[src/rtl/seg_scan_pkg.sv]
package seg_scan_pkg;
  localparam int SEG_W    = 8;
  localparam int NIB_W    = 4;
  localparam int SEG_A_B  = 7;
  localparam int SEG_DP_B = 0;
  typedef logic [SEG_W-1:0] seg_pat_t;
endpackage

[src/rtl/scan_index_ctr.sv]
module scan_index_ctr #(
  parameter int DIGITS = 8,
  localparam int IDX_W = $clog2(DIGITS)
) (
  input  logic             clk,
  input  logic             rst,
  input  logic             step,
  output logic [IDX_W-1:0] idx
);
  localparam logic [IDX_W-1:0] LAST = IDX_W'(DIGITS - 1);

  always_ff @(posedge clk) begin
    if (rst)       idx <= '0;
    else if (step) idx <= (idx == LAST) ? '0 : idx + 1'b1;
  end
endmodule

[src/rtl/digit_select.sv]
module digit_select #(
  parameter int DIGITS = 8,
  parameter int NIB_W  = 4,
  localparam int IDX_W = $clog2(DIGITS),
  localparam int WORD_W = DIGITS * NIB_W
) (
  input  logic [IDX_W-1:0]  idx,
  input  logic [WORD_W-1:0] word,
  output logic [NIB_W-1:0]  nib,
  output logic [DIGITS-1:0] pos_onehot
);
  logic [NIB_W-1:0] nib_arr [DIGITS];

  for (genvar k = 0; k < DIGITS; k++) begin : g_pos
    assign nib_arr[k]    = word[k*NIB_W +: NIB_W];
    assign pos_onehot[k] = (idx == IDX_W'(k));
  end

  assign nib = nib_arr[idx];
endmodule

[src/rtl/seg_encode.sv]
module seg_encode
  import seg_scan_pkg::*;
#(
  parameter int DIGITS = 8,
  parameter logic [DIGITS-1:0] DP_MASK = 8'b0101_0100
) (
  input  logic [NIB_W-1:0]  nib,
  input  logic [DIGITS-1:0] pos_onehot,
  output seg_pat_t          lit
);
  seg_pat_t shape;
  logic     want_dp;

  always_comb begin
    unique case (nib)
      4'd0:    shape = 8'hFC;
      4'd1:    shape = 8'h60;
      4'd2:    shape = 8'hDA;
      4'd3:    shape = 8'hF2;
      4'd4:    shape = 8'h66;
      4'd5:    shape = 8'hB6;
      4'd6:    shape = 8'hBE;
      4'd7:    shape = 8'hE0;
      4'd8:    shape = 8'hFE;
      4'd9:    shape = 8'hF6;
      default: shape = 8'h00;
    endcase
  end

  assign want_dp = |(pos_onehot & DP_MASK) && (nib < 4'd10);

  always_comb begin
    lit = shape;
    lit[SEG_DP_B] = want_dp;
  end
endmodule

[src/rtl/seg_scan_top.sv]
module seg_scan_top
  import seg_scan_pkg::*;
#(
  parameter int DIGITS = 8,
  parameter logic [DIGITS-1:0] DP_MASK = 8'b0101_0100,
  localparam int IDX_W  = $clog2(DIGITS),
  localparam int WORD_W = DIGITS * NIB_W
) (
  input  logic              clk,
  input  logic              rst,
  input  logic              scan_tick,
  input  logic [WORD_W-1:0] bcd_word,
  output logic [SEG_W-1:0]  seg_n,
  output logic [DIGITS-1:0] dig_n
);
  logic [IDX_W-1:0]  idx;
  logic [NIB_W-1:0]  nib;
  logic [DIGITS-1:0] pos_onehot;
  seg_pat_t          lit;

  scan_index_ctr #(.DIGITS(DIGITS)) u_idx (
    .clk(clk), .rst(rst), .step(scan_tick), .idx(idx)
  );

  digit_select #(.DIGITS(DIGITS), .NIB_W(NIB_W)) u_sel (
    .idx(idx), .word(bcd_word), .nib(nib), .pos_onehot(pos_onehot)
  );

  seg_encode #(.DIGITS(DIGITS), .DP_MASK(DP_MASK)) u_enc (
    .nib(nib), .pos_onehot(pos_onehot), .lit(lit)
  );

  always_ff @(posedge clk) begin
    if (rst) begin
      seg_n <= '1;
      dig_n <= '1;
    end else begin
      seg_n <= ~lit;
      dig_n <= ~pos_onehot;
    end
  end
endmodule

[config.mk]
export PLATFORM = sky130hd
export DESIGN_NAME = seg_scan_top
export DESIGN_NICKNAME = d
export VERILOG_FILES = /design/src/rtl/seg_scan_pkg.sv /design/src/rtl/scan_index_ctr.sv /design/src/rtl/digit_select.sv /design/src/rtl/seg_encode.sv /design/src/rtl/seg_scan_top.sv
export SDC_FILE = /design/constraint.sdc
export NUM_CORES = 1
export LEC_CHECK = 0
export BUFFER_PORTS_ARGS = -buffer_cell sky130_fd_sc_hd__buf_2
export CAP_MARGIN = 20
export CORE_ASPECT_RATIO = 2
export CORE_MARGIN = 3
export CORE_UTILIZATION = 42
export CTS_CLUSTER_DIAMETER = 40
export DETAILED_ROUTE_END_ITERATION = 12
export PLACE_DENSITY_LB_ADDON = 0.05
export SLEW_MARGIN = 20
export SYNTH_ARGS = -nofsm -noshare
export SYNTH_HDL_FRONTEND = slang
export SYNTH_HIERARCHICAL = 1
export SYNTH_SLANG_ARGS = --single-unit
[constraint.sdc]
create_clock -name clk -period 2.2 [get_ports clk]
set_input_delay 0.22 -clock clk [delete_from_list [all_inputs] [get_ports clk]]
set_output_delay 0.22 -clock clk [all_outputs]
set_load 0.02 [all_outputs]
# Yosys cells after proc, flatten, opt, wreduce, memory -nomap -nowiden
# Memory sizes are Yosys's and may differ from the RTL's.
# Index checks and enable logic that the tools add are counted.
# totals
out_inout_bits	16
mem_bits_ro	112
mem_count	1
regBits	19
# mem_list
memory	depth	width	rd	rd_ports_with_merged_regs	write_ports	line_no	rtl
(no name shown)	16	7	1	0	0	seg_encode.sv:15	unique case (nib)
# classes
n_eq_ne	7
n_reduce_logical	3
addsub	1
mux	4
n_lt_le_gt_ge	2
bitwise_logic	3
# ops
operator	n
8-bit inverter	2
4-bit binary-select mux with 3-bit select	1
3-bit == test (second input constant)	4
4-bit 2-to-1 mux	2
3-bit by 2-bit == test with 1-bit output (second input constant)	2
4-bit greater-or-equal comparator (second input constant)	1
4-bit < comparator (second input constant)	1
3-bit inverter with 4-bit output	1
3-bit by 1-bit adder with 3-bit output (second input constant)	1
3-bit by 1-bit == test with 1-bit output (second input constant)	1
3-bit logical NOT	1
3-bit 2-to-1 mux	1
3-bit OR reduction	1
1-bit logical AND	1

# Longest topological paths before layout
# Gate-level depths: netlist of the first run.
# logic_depth
word_depth	7
depth_mapped	12

# Hierarchy
# Netlist of the first run, hierarchy kept.
# by_module_without_submodules
mod	area_each_um2	seq_area_each_um2	cells_each	instances
seg_scan_top	427.9	320.3	33	1
digit_select	389.1	0.0	50	1
seg_encode	244.0	0.0	31	1
scan_index_ctr	141.4	60.1	13	1

# Worst setup path before layout of the first run
# Ideal clock, no wire load.
# synth_timing
path_type	register -> register
from	register u_idx.idx[1]
to	register seg_n[4]
stages_incl_launch_ff	11
t_required_ns	2.083
t_arrival_ns	1.972
synth_period_minus_slack_ns	2.089
n_path_buf	2
setup_slack_ns	0.111
setup_time_ns	0.117
cell_sequence	dfxtp_1 buf_6 buf_12 mux2_4 o221ai_1 a21oi_1 inv_1 ha_1 inv_1 o22ai_1 nand2b_1
# synth_via
elab_chain_cells	6
# synth_rtl
element	line_no	rtl
from (decl)	scan_index_ctr.sv:8	output logic [IDX_W-1:0] idx
from (signal assigned)	scan_index_ctr.sv:14	else if (step) idx <= (idx == LAST) ? '0 : idx + 1'b1;
3-bit inverter with 4-bit output (implied by the code)	digit_select.sv:19	assign nib = nib_arr[idx];
4-bit binary-select mux with 3-bit select	digit_select.sv:19	
4-bit 2-to-1 mux (implied by the code) (2 in series)	digit_select.sv:19	
named net nib[1]	seg_scan_top.sv:17	logic [NIB_W-1:0] nib;
memory 16 x 7 bit	--	
named net lit[4]	seg_scan_top.sv:19	seg_pat_t lit;
8-bit inverter	seg_scan_top.sv:38	seg_n <= ~lit;
to (signal assigned)	seg_scan_top.sv:38	
to (decl)	seg_scan_top.sv:13	output logic [SEG_W-1:0] seg_n,
# The timed path passes the listed nets, and every way through them passes these cells. The select of a mux whose other input is x is not followed.
# A chain may end at the register's enable or synchronous reset.

# Worst setup path in the final report of the first run
# layout_timing
from	register u_idx.idx[1]
to	register seg_n[6]
# The elaborated chain is that of the path after synthesis.

==> results of run 1 <==
[metrics by stage]
| stage | total power [mW] | hold slack, ps |
|---|---|---|
| 3_3_place_gp | 0.656 | 524 |
| 3_5_place_dp | 0.664 | 539 |
| 2_1_floorplan | 0.590 | 282 |
| 5_1_grt | 0.944 | 296 |
| 6_report | 0.889 | 274 |
| 4_1_cts | 0.904 | 272 |
[kinds of logic after synthesis]
logic type,after synthesis,synth area share [%]
muxes,12,11.1
xor gates and xnor gates,1,0.729
buffers and inverters,16,10.4
AOI/OAI and AO/OA,25,15.7
DFF,19,31.6
adders and majority gates,8,8.32
and+or+nand+nor,46,22.1
[final cells by class]
type,instances,area share [%]
multi-input combinational,92,46.3
sequential,19,25.4
timing repair buffer,59,21.1
clock buffer,3,2.75
tap,28,2.33
inverter,7,1.75
clock inverter,1,0.333
[worst max path at each step]
stage                       startpoint  endpoint  depth (start not counted)  slack (ps)
after floorplan           u_idx/idx[1]  seg_n[4]                         10         110
after global placement    u_idx/idx[1]  seg_n[6]                          8         160
after detailed placement  u_idx/idx[1]  seg_n[4]                          8          50
after CTS                 u_idx/idx[1]  seg_n[4]                          8          40
after global routing      u_idx/idx[0]  seg_n[4]                          8          20
final                     u_idx/idx[1]  seg_n[6]                          8         200
[registers in the layout (all words and copies together), names as in the netlist]
signal	cells
seg_n	8
dig_n	8
u_idx/idx	3
[cell usage in the layout (no fill, tap or decap), types with 4 or more instances in the layout]
cell / instances
nor2_1: 10
mux2_1: 5
nand2b_1: 22
nor3_1: 4
buf_2: 50
ha_1: 8
inv_1: 6
o22ai_1: 9
buf_4: 9
dfxtp_1: 18
mux2i_1: 4
[what timing repair did]
item	CTS	global route
gates resized for setup	0	1
hold buffers	0	0
setup endpoints to repair	0	7
[tightest hold or removal path, delay by kind of cell]
kind                   cells  cell delay, ps
multiplexers               1              80
buffers and inverters      1             120
AND/OR/NAND/NOR            1              70
[report_power, final]
| group | internal [mW] | total [mW] | leakage [nW] | switching (mW) |
|---|---|---|---|---|
| clock | 0.126 | 0.234 | 0.0255 | 0.108 |
| combinational | 0.131 | 0.275 | 0.489 | 0.144 |
| sequential | 0.368 | 0.380 | 0.157 | 0.0117 |
| total | 0.625 | 0.889 | 0.671 | 0.264 |
[per-layer routing]
| layer | wire, um | up-vias |
|---|---|---|
| li1 | - | 547 |
| met1 | 971 | 480 |
| met2 | 1490 | 34 |
| met3 | 138 | 2 |
| met4 | 22 | 0 |
| met5 | 0 | - |
[cells in the mapped netlist, types with 2 or more instances]
library cell / n
inv_1: 6
buf_4: 2
ha_1: 8
a21oi_2: 3
nand2b_1: 22
nor2b_1: 2
buf_6: 3
nor2_1: 10
buf_2: 2
o22ai_1: 9
o32ai_1: 2
a21oi_1: 2
dfxtp_1: 19
buf_12: 2
nand2_1: 3
nor3_1: 4
mux2_2: 2
mux2i_1: 4
a221oi_1: 2
mux2_1: 5
==> impl_metrics.tcl, run 1 <==
set metrics [dict create \
    ys_warn_count 6 \
    htreeDepth 1 \
    die_y_um 81.7 \
    ir_drop_mv 0.276 \
    cp_slowest_cell "dfxtp_2" \
    final_hold_viol_count 0 \
    gr-usage-met2_pct 30.6 \
    synth_top_area_share_pct 31.6 \
    layout-drive-gt1-share_pct 40.9 \
    design_area_um2 1500 \
    crit_path_end_kind "flip-flop" \
    grt_max_degree 20 \
    finalWirelength_mm 2.62 \
    gp_congestion 0.773 \
    yosys.area.top_type "dfxtp_1" \
    grt_pass1_vias 1065 \
    clock_skew_ps 2.41 \
    r2r_setup_slack_ps 200 \
    place_area_um2 1460 \
    path_buf_inv 2 \
    via_count 1063 \
    critPathTopFamily "compound AO/OA/AOI/OAI gates" \
    synth_area_leaders "dfxtp_1, nand2b_1, ha_1" \
    holdPathEnd "u_idx/idx[2]" \
    grt_busiest_layer "met2" \
    cts_buffers 3 \
    met1_usage_pct 14.9 \
    hp-start "scan_tick" \
    synthFlopType "dfxtp_1" \
    synthCells 127 \
    hold_path.class "in2reg" \
    fmax_ghz 0.500 \
    hpwl_mm 2.21 \
    setup-violations-final 0 \
    p_leak_nw 0.671 \
    min_period_over_period_pct 91.0 \
    cts_setup_buffers 0 \
    slew_violations 0 \
    clock-root-buffer "clkbuf_8" \
    critPathMaxStageDelay_ps 430 \
    cts_buffer_depth 2 \
    critPathLaunchType "flip-flop" \
    ant_nets 0 \
    critical_path_class "reg2reg" \
    postLayoutCoreUtil_pct 57.1 \
    r2r_cells 8 \
    placed_cells 205 \
    grt_overflow 0 \
    final_cells 209 \
    cts_sinks 19 \
    drcViolationCount 0 \
    arrival_ps 2150 \
    required_ps 2340 \
    tightest_slew_ps 413 \
    synth_enable_flop_cells 0 \
    multiInputGateArea_um2 697 \
    synth_nets 170 \
    die_w_um 43.8 \
    start_util_pct 45.6 \
    synthToLayoutAreaGrowth_pct 25.1 \
    setup_tns_ps 0 \
    route.detailed.wl_per_inst_um 12.5 \
    async_flop_share_pct 0 \
    drt_iter0_drc 18 \
    pwr_density_cell_nw_per_um2 591 \
    nNetsFinal 225 \
    dr.pass1.iters 4 \
    grtUsageMet3_pct 2.19 \
    grtUsageTotal_pct 15.4 \
    crit_fanout 10 \
    grt_pass1_wl_mm 4.28 \
    ff_latch_area_um2 382 \
    io_buffer_count 50 \
    dp_slack_ps 54.5 \
    synth_cell_type_count 35 \
    synth_seq_cells 19 \
    synth_area_um2 1200 \
    ioPinCount 51 \
    worst_slack_ps 198 \
    max-slew-margin-rel_pct 72.4 \
    timing.rr.end "seg_n[6]" \
    cts.clk_slew.worst_paths_ps 70 \
    cts_tree "yes" \
    antenna_found_initial 0 \
    run_status "completed" \
    via_per_inst 5.09 \
    clock_latency_ps 250 \
    crit_chain "buf_4, mux2_1, o22ai_1, a21oi_1, inv_1, ha_1, o21ai_0, nand2b_1" \
    rsz0062_at_grt "no" \
    syn_avg_cell_area_um2 9.47 \
    fillers 259 \
    max_cap_viol_count 0 \
    r2r_start "u_idx/idx[1]" \
    ys_seq_area_share_pct 31.6 \
    num_rows 26 \
    core_um2 2640 \
    n_antenna_cell 0 \
    holdPathStages 3 \
    die_area_um2 3580 \
    period_needed_ps 2000 \
]
Power figures use the tool's default switching activity.
==> run 2: changes to the inputs <==
--- a/config.mk
+++ b/config.mk
@@ -7,14 +7,12 @@
 export LEC_CHECK = 0
 export BUFFER_PORTS_ARGS = -buffer_cell sky130_fd_sc_hd__buf_2
 export CAP_MARGIN = 20
-export CORE_ASPECT_RATIO = 2
 export CORE_MARGIN = 3
-export CORE_UTILIZATION = 42
+export CORE_UTILIZATION = 41
 export CTS_CLUSTER_DIAMETER = 40
 export DETAILED_ROUTE_END_ITERATION = 12
 export PLACE_DENSITY_LB_ADDON = 0.05
 export SLEW_MARGIN = 20
 export SYNTH_ARGS = -nofsm -noshare
 export SYNTH_HDL_FRONTEND = slang
-export SYNTH_HIERARCHICAL = 1
 export SYNTH_SLANG_ARGS = --single-unit
==> run 2 against run 1 <==
Net effect: cell count is 14% lower; cell area is 8.3% lower; critical path depth is 1 lower; setup slack worse by 23 ps; power is 5.7% lower; largest cell class unchanged.
==> impl_metrics.tcl, run 2 <==
set metrics [dict create \
    synth_top_area_share_pct 35.9 \
    synth_area_leaders "dfxtp_1, ha_1, mux4_2" \
    ys_warn_count 0 \
    synth_common_cells "dfxtp_1, ha_1, nand2_1, nor2_1, inv_1" \
    antenna_found_initial 0 \
    postLayoutCoreUtil_pct 58.9 \
    dr.pass1.iters 6 \
    nNetsFinal 199 \
    critPathMaxStageDelay_ps 510 \
    crit_chain "buf_4, mux4_2, mux2i_2, inv_1, ha_1, nor4_2, a21oi_1" \
    ioPinCount 51 \
    synthToLayoutAreaGrowth_pct 30.1 \
    synth_seq_cells 19 \
    largestRegisters "dig_n (8), seg_n (8), u_idx.idx (3)" \
    start_util_pct 45.3 \
    synthCells 97 \
    synthFlopType "dfxtp_1" \
    period_needed_ps 2020 \
    cts.clk_slew.worst_paths_ps 110 \
    grtUsageTotal_pct 13.7 \
    synth_nets 143 \
    ir_drop_mv 0.353 \
    r2r_setup_slack_ps 180 \
    setup_tns_ps 0 \
    htreeDepth 1 \
    num_rows 17 \
    multiInputGateArea_um2 614 \
    cts_setup_buffers 0 \
    max_cap_viol_count 0 \
    place_area_um2 1340 \
    timing.rr.end "seg_n[1]" \
    route.detailed.wl_per_inst_um 12.1 \
    p_leak_nw 0.648 \
    arrival_ps 2200 \
    clock_skew_ps 5.30 \
    final_common_cell "buf_2" \
    run_status "completed" \
    ff_latch_area_um2 382 \
    hp-start "scan_tick" \
    power_mw 0.838 \
    hpwl_mm 1.78 \
    drcViolationCount 0 \
    max-slew-margin-rel_pct 68.6 \
    tightest_slew_ps 458 \
    fmax_ghz 0.494 \
    syn_avg_cell_area_um2 10.9 \
    clock-root-buffer "clkbuf_4" \
    grt_pass1_wl_mm 3.57 \
    min_period_over_period_pct 92.0 \
    final_hold_viol_count 0 \
    setup-violations-final 0 \
    placed_cells 176 \
    grt_pass1_vias 871 \
    crit_path_end_kind "flip-flop" \
    die_area_um2 3230 \
    crit_fanout 4 \
    path_buf_inv 2 \
    final_cells 180 \
    via_count 890 \
    holdPathStages 2 \
    slew_violations 0 \
    ys_seq_area_share_pct 35.9 \
    critPathTopFamily "multiplexers" \
    via_per_inst 4.94 \
    rsz0062_at_grt "no" \
    final_cell_mix "buf_2, dfxtp_1, ha_1, nand2_1, nor2_1" \
    whs_ps 152 \
    synth_area_um2 1060 \
    core_um2 2340 \
    r2r_start "u_idx.idx[0]" \
    design_area_um2 1380 \
    cts_buffer_depth 2 \
    synth_cell_type_count 24 \
    r2r_cells 7 \
    ant_nets 0 \
    grt_overflow 0 \
    critical_path_class "reg2reg" \
    clock_latency_ps 290 \
    finalWirelength_mm 2.18 \
    pwr_density_cell_nw_per_um2 608 \
    hold_path.class "in2reg" \
    grt_max_degree 11 \
    die_w_um 56.8 \
    layout-drive-gt1-share_pct 47.4 \
    worst_slack_ps 176 \
    cp_slowest_cell "mux4_2" \
    cts_tree "yes" \
    post-synth-top-count-cell "dfxtp_1" \
    synth_enable_flop_cells 0 \
    fillers 231 \
    async_flop_share_pct 0 \
    dp_slack_ps 54.5 \
    holdPathEnd "u_idx.idx[2]" \
    cts_buffers 3 \
    drt_iter0_drc 9 \
    io_buffer_count 50 \
    cts_sinks 19 \
    die_y_um 56.8 \
    gp_congestion 0.773 \
    required_ps 2370 \
    critPathLaunchType "flip-flop" \
    n_antenna_cell 0 \
    yosys.area.top_type "dfxtp_1" \
]
## run 2: worst register-to-register path, stage by stage, from the launching register on
cell	delay (ps)
dfxtp_2	390
buf_4	160
mux4_2	510
mux2i_2	190
inv_1	90
ha_1	190
nor4_2	300
a21oi_1	70
## run 2: area by class of cell
type | count | share of cell area [%]
Tap cell | 28 | 2.54
Sequential cell | 19 | 27.7
Clock buffer | 4 | 1.91
Inverter | 9 | 2.45
Timing Repair Buffer | 55 | 20.9
Multi-Input combinational cell | 65 | 44.6
## run 2: worst max path at each step
stage	startpoint	slack (ps)	endpoint	cells past startpoint
finish	u_idx.idx[0]	180	seg_n[1]	7
detailed placement	u_idx.idx[0]	50	seg_n[1]	7
CTS	u_idx.idx[0]	30	seg_n[1]	7
global placement	u_idx.idx[0]	180	seg_n[1]	7
floorplan	u_idx.idx[0]	110	seg_n[1]	7
global route	u_idx.idx[0]	7	seg_n[1]	7
## run 2: kinds of logic (layout without fill, tap and decap cells)
| logic type | after synthesis | after routing | synth area share [%] |
|---|---|---|---|
| AO/OA/AOI/OAI | 14 | 14 | 7.79 |
| flip-flops | 19 | 19 | 35.9 |
| XOR/XNOR | 1 | 1 | 0.827 |
| buffers and inverters | 13 | 68 | 7.08 |
| adder cells (fa/ha/maj) | 11 | 11 | 13.0 |
| AND/OR/NAND/NOR | 23 | 23 | 9.33 |
| multiplexers | 16 | 16 | 26.1 |
## run 2: timing repair
action | 4_1_cts | 5_1_grt
hold buffers | 0 | 0
endpoints found under the setup margin | 0 | 3
resized for setup | 0 | 3
## run 2: metal layers
layer  routed length [um]  part of all wire (%)  GRT usage (%)
met5                    0                     0              0
met4                   25                   1.1           5.96
met3                  234                    11           2.30
met2                  893                    41           21.6
met1                 1020                    47           18.3
## run 2: where the power goes
part	internal [mW]	leakage, nW	switching, mW
sequential	0.375	0.157	0.0128
combinational	0.134	0.476	0.146
clock	0.0704	0.0150	0.101
==> run 3: changes to the inputs <==
--- a/config.mk
+++ b/config.mk
@@ -5,10 +5,13 @@
 export SDC_FILE = /design/constraint.sdc
 export NUM_CORES = 1
 export LEC_CHECK = 0
-export BUFFER_PORTS_ARGS = -buffer_cell sky130_fd_sc_hd__buf_2
-export CAP_MARGIN = 20
+export BUFFER_PORTS_ARGS = -buffer_cell sky130_fd_sc_hd__clkbuf_2
+export CAP_MARGIN = 40
+export CELL_PAD_IN_SITES_DETAIL_PLACEMENT = 1
+export CELL_PAD_IN_SITES_GLOBAL_PLACEMENT = 2
+export CORE_ASPECT_RATIO = 2
 export CORE_MARGIN = 3
-export CORE_UTILIZATION = 41
+export CORE_UTILIZATION = 24
 export CTS_CLUSTER_DIAMETER = 40
 export DETAILED_ROUTE_END_ITERATION = 12
 export PLACE_DENSITY_LB_ADDON = 0.05
==> run 3 against run 2 <==
Net effect: hold slack gained 44 ps; global-route usage decreased by 1.2 points; setup slack lost 18 ps; core utilization is 25 points lower; critical path depth fell by 2; largest power group unchanged; maximum frequency shrank 0.87%; via count up 2.5%; clock-buffer cell count shrank 1; cell count is 14% higher; power increased by 9.7%.
==> impl_metrics.tcl, run 3 (synthesized netlist as in run 2, its figures left out) <==
set metrics [dict create \
    rsz0062_at_grt "no" \
    whs_ps 195 \
    htreeDepth 1 \
    grt_busiest_layer "met2" \
    arrival_ps 2170 \
    r2r_cells 5 \
    n_antenna_cell 0 \
    met1_usage_pct 10.3 \
    crit_fanout 7 \
    placed_cells 201 \
    gp_congestion 0.746 \
    postLayoutCoreUtil_pct 34.2 \
    p_comb_share_pct 30.5 \
    grt_pass1_wl_mm 4.78 \
    gr-usage-met2_pct 25.9 \
    antenna_found_initial 0 \
    p_int_mw 0.633 \
    max-slew-margin-rel_pct 72.7 \
    drt_iter0_drc 9 \
    die_y_um 100 \
    nNetsFinal 200 \
    final_hold_viol_count 0 \
    min_period_over_period_pct 92.8 \
    via_count 912 \
    final_common_cell "clkbuf_2" \
    ff_latch_area_um2 382 \
    io_buffer_count 50 \
    grtUsageTotal_pct 12.5 \
    r2r_start "u_idx.idx[0]" \
    clock_latency_ps 250 \
    period_needed_ps 2040 \
    critical_path_class "reg2reg" \
    crit_path_end_kind "flip-flop" \
    hpwl_mm 2.58 \
    via_per_inst 4.45 \
    critPathLaunchType "flip-flop" \
    final_cell_mix "clkbuf_2, dfxtp_1, ha_1, nand2_1, nor2_1" \
    die_w_um 53.0 \
    route.detailed.wl_per_inst_um 14.8 \
    layout-drive-gt1-share_pct 47.1 \
    setup_tns_ps 0 \
    timing.rr.end "seg_n[1]" \
    ioPinCount 51 \
    clock_skew_ps 2.61 \
    setup-violations-final 0 \
    dr.pass1.iters 2 \
    clock-root-buffer "clkbuf_8" \
    grt_overflow 0 \
    hold_path.class "in2reg" \
    largestRegisters "dig_n (8), seg_n (8), u_idx.idx (3)" \
    cts.clk_slew.worst_paths_ps 80 \
    swShare_pct 31.1 \
    p_leak_nw 0.692 \
    ir_drop_mv 0.187 \
    tightest_slew_ps 398 \
    critPathMaxStageDelay_ps 520 \
    crit_chain "mux4_2, mux2_2, ha_1, nor4_1, a21oi_1" \
    r2r_setup_slack_ps 160 \
    run_status "completed" \
    pwr_density_cell_nw_per_um2 644 \
    cts_sinks 19 \
    cts_tree "yes" \
    critPathCapture "seg_n[1]" \
    startpoint "u_idx.idx[0]" \
    core_um2 4170 \
    p_sw_mw 0.286 \
    slew_violations 0 \
    max_cap_viol_count 0 \
    cts_buffer_depth 2 \
    drcViolationCount 0 \
    final_cells 205 \
    synthToLayoutAreaGrowth_pct 34.6 \
    required_ps 2330 \
    num_rows 33 \
    seq_power_share_pct 42.5 \
    start_util_pct 25.4 \
    ant_nets 0 \
    grt_max_degree 12 \
    die_area_um2 5300 \
    grt_pass1_vias 1057 \
    cp_slowest_cell "mux4_2" \
    fillers 503 \
    multiInputGateArea_um2 604 \
    fmax_ghz 0.490 \
    power.clock.fraction_pct 27.0 \
    grtUsageMet3_pct 1.49 \
    finalWirelength_mm 3.03 \
    cts_buffers 3 \
]
==> run 3: cell type report <==
class	instances	area share (%)
multi-input cells	65	42.4
well taps	52	4.56
inverters	9	2.37
clock buffers	3	2.89
repair buffers	56	20.7
flip-flops and latches	19	26.8
clock inverters	1	0.351
==> run 3: how the worst min path moves through the flow <==
stage | from | endpoint | slack [ps] | cells after the start
2_1_floorplan | scan_tick | u_idx.idx[2] | 310 | 1
3_3_place_gp | scan_tick | u_idx.idx[2] | 450 | 2
3_5_place_dp | scan_tick | u_idx.idx[2] | 470 | 2
4_1_cts | scan_tick | u_idx.idx[2] | 190 | 2
5_1_grt | scan_tick | u_idx.idx[2] | 220 | 2
6_report | scan_tick | u_idx.idx[2] | 200 | 2
==> run 3: timing repair <==
item / CTS / global route
hold endpoints to repair: 0 / 0
gates resized for setup: 0 / 1
hold buffers: 0 / 0
buffers inserted: 0 / 0
setup endpoints to repair: 0 / 4
==> run 3: per-stage QoR <==
| stage | setup slack (ps) | cell area [um^2] | total power, mW |
|---|---|---|---|
| after floorplan | 106 | 1060 | 0.585 |
| after global placement | 25.7 | 1380 | 0.683 |
| after detailed placement | 14.8 | 1380 | 0.686 |
| after CTS | 0.634 | 1430 | 0.937 |
| after global routing | 6.71 | 1430 | 0.988 |
| final | 158 | 1430 | 0.919 |
==> run 3: power groups by stage <==
stage / Clock [mW] / Sequential [mW] / Combinational [mW]
floorplan: 0 / 0.428 / 0.157
global placement: 0 / 0.399 / 0.284
detailed placement: 0 / 0.400 / 0.286
CTS: 0.258 / 0.392 / 0.287
global route: 0.279 / 0.395 / 0.314
finish: 0.248 / 0.391 / 0.280
==> run 3: worst max-delay path: cells and delay by family, from the launching register on <==
kind,cells,cell delay (ps)
AOI/OAI and AO/OA,1,70
adders and majority gates,1,200
DFF,1,460
muxes,2,830
and+or+nand+nor,1,370
==> run 3: routing by layer <==
metal | wire length, um | part of all wire (%)
met1 | 940 | 31
met2 | 1950 | 64
met3 | 72 | 2.4
met4 | 65 | 2.1
met5 | 0 | 0
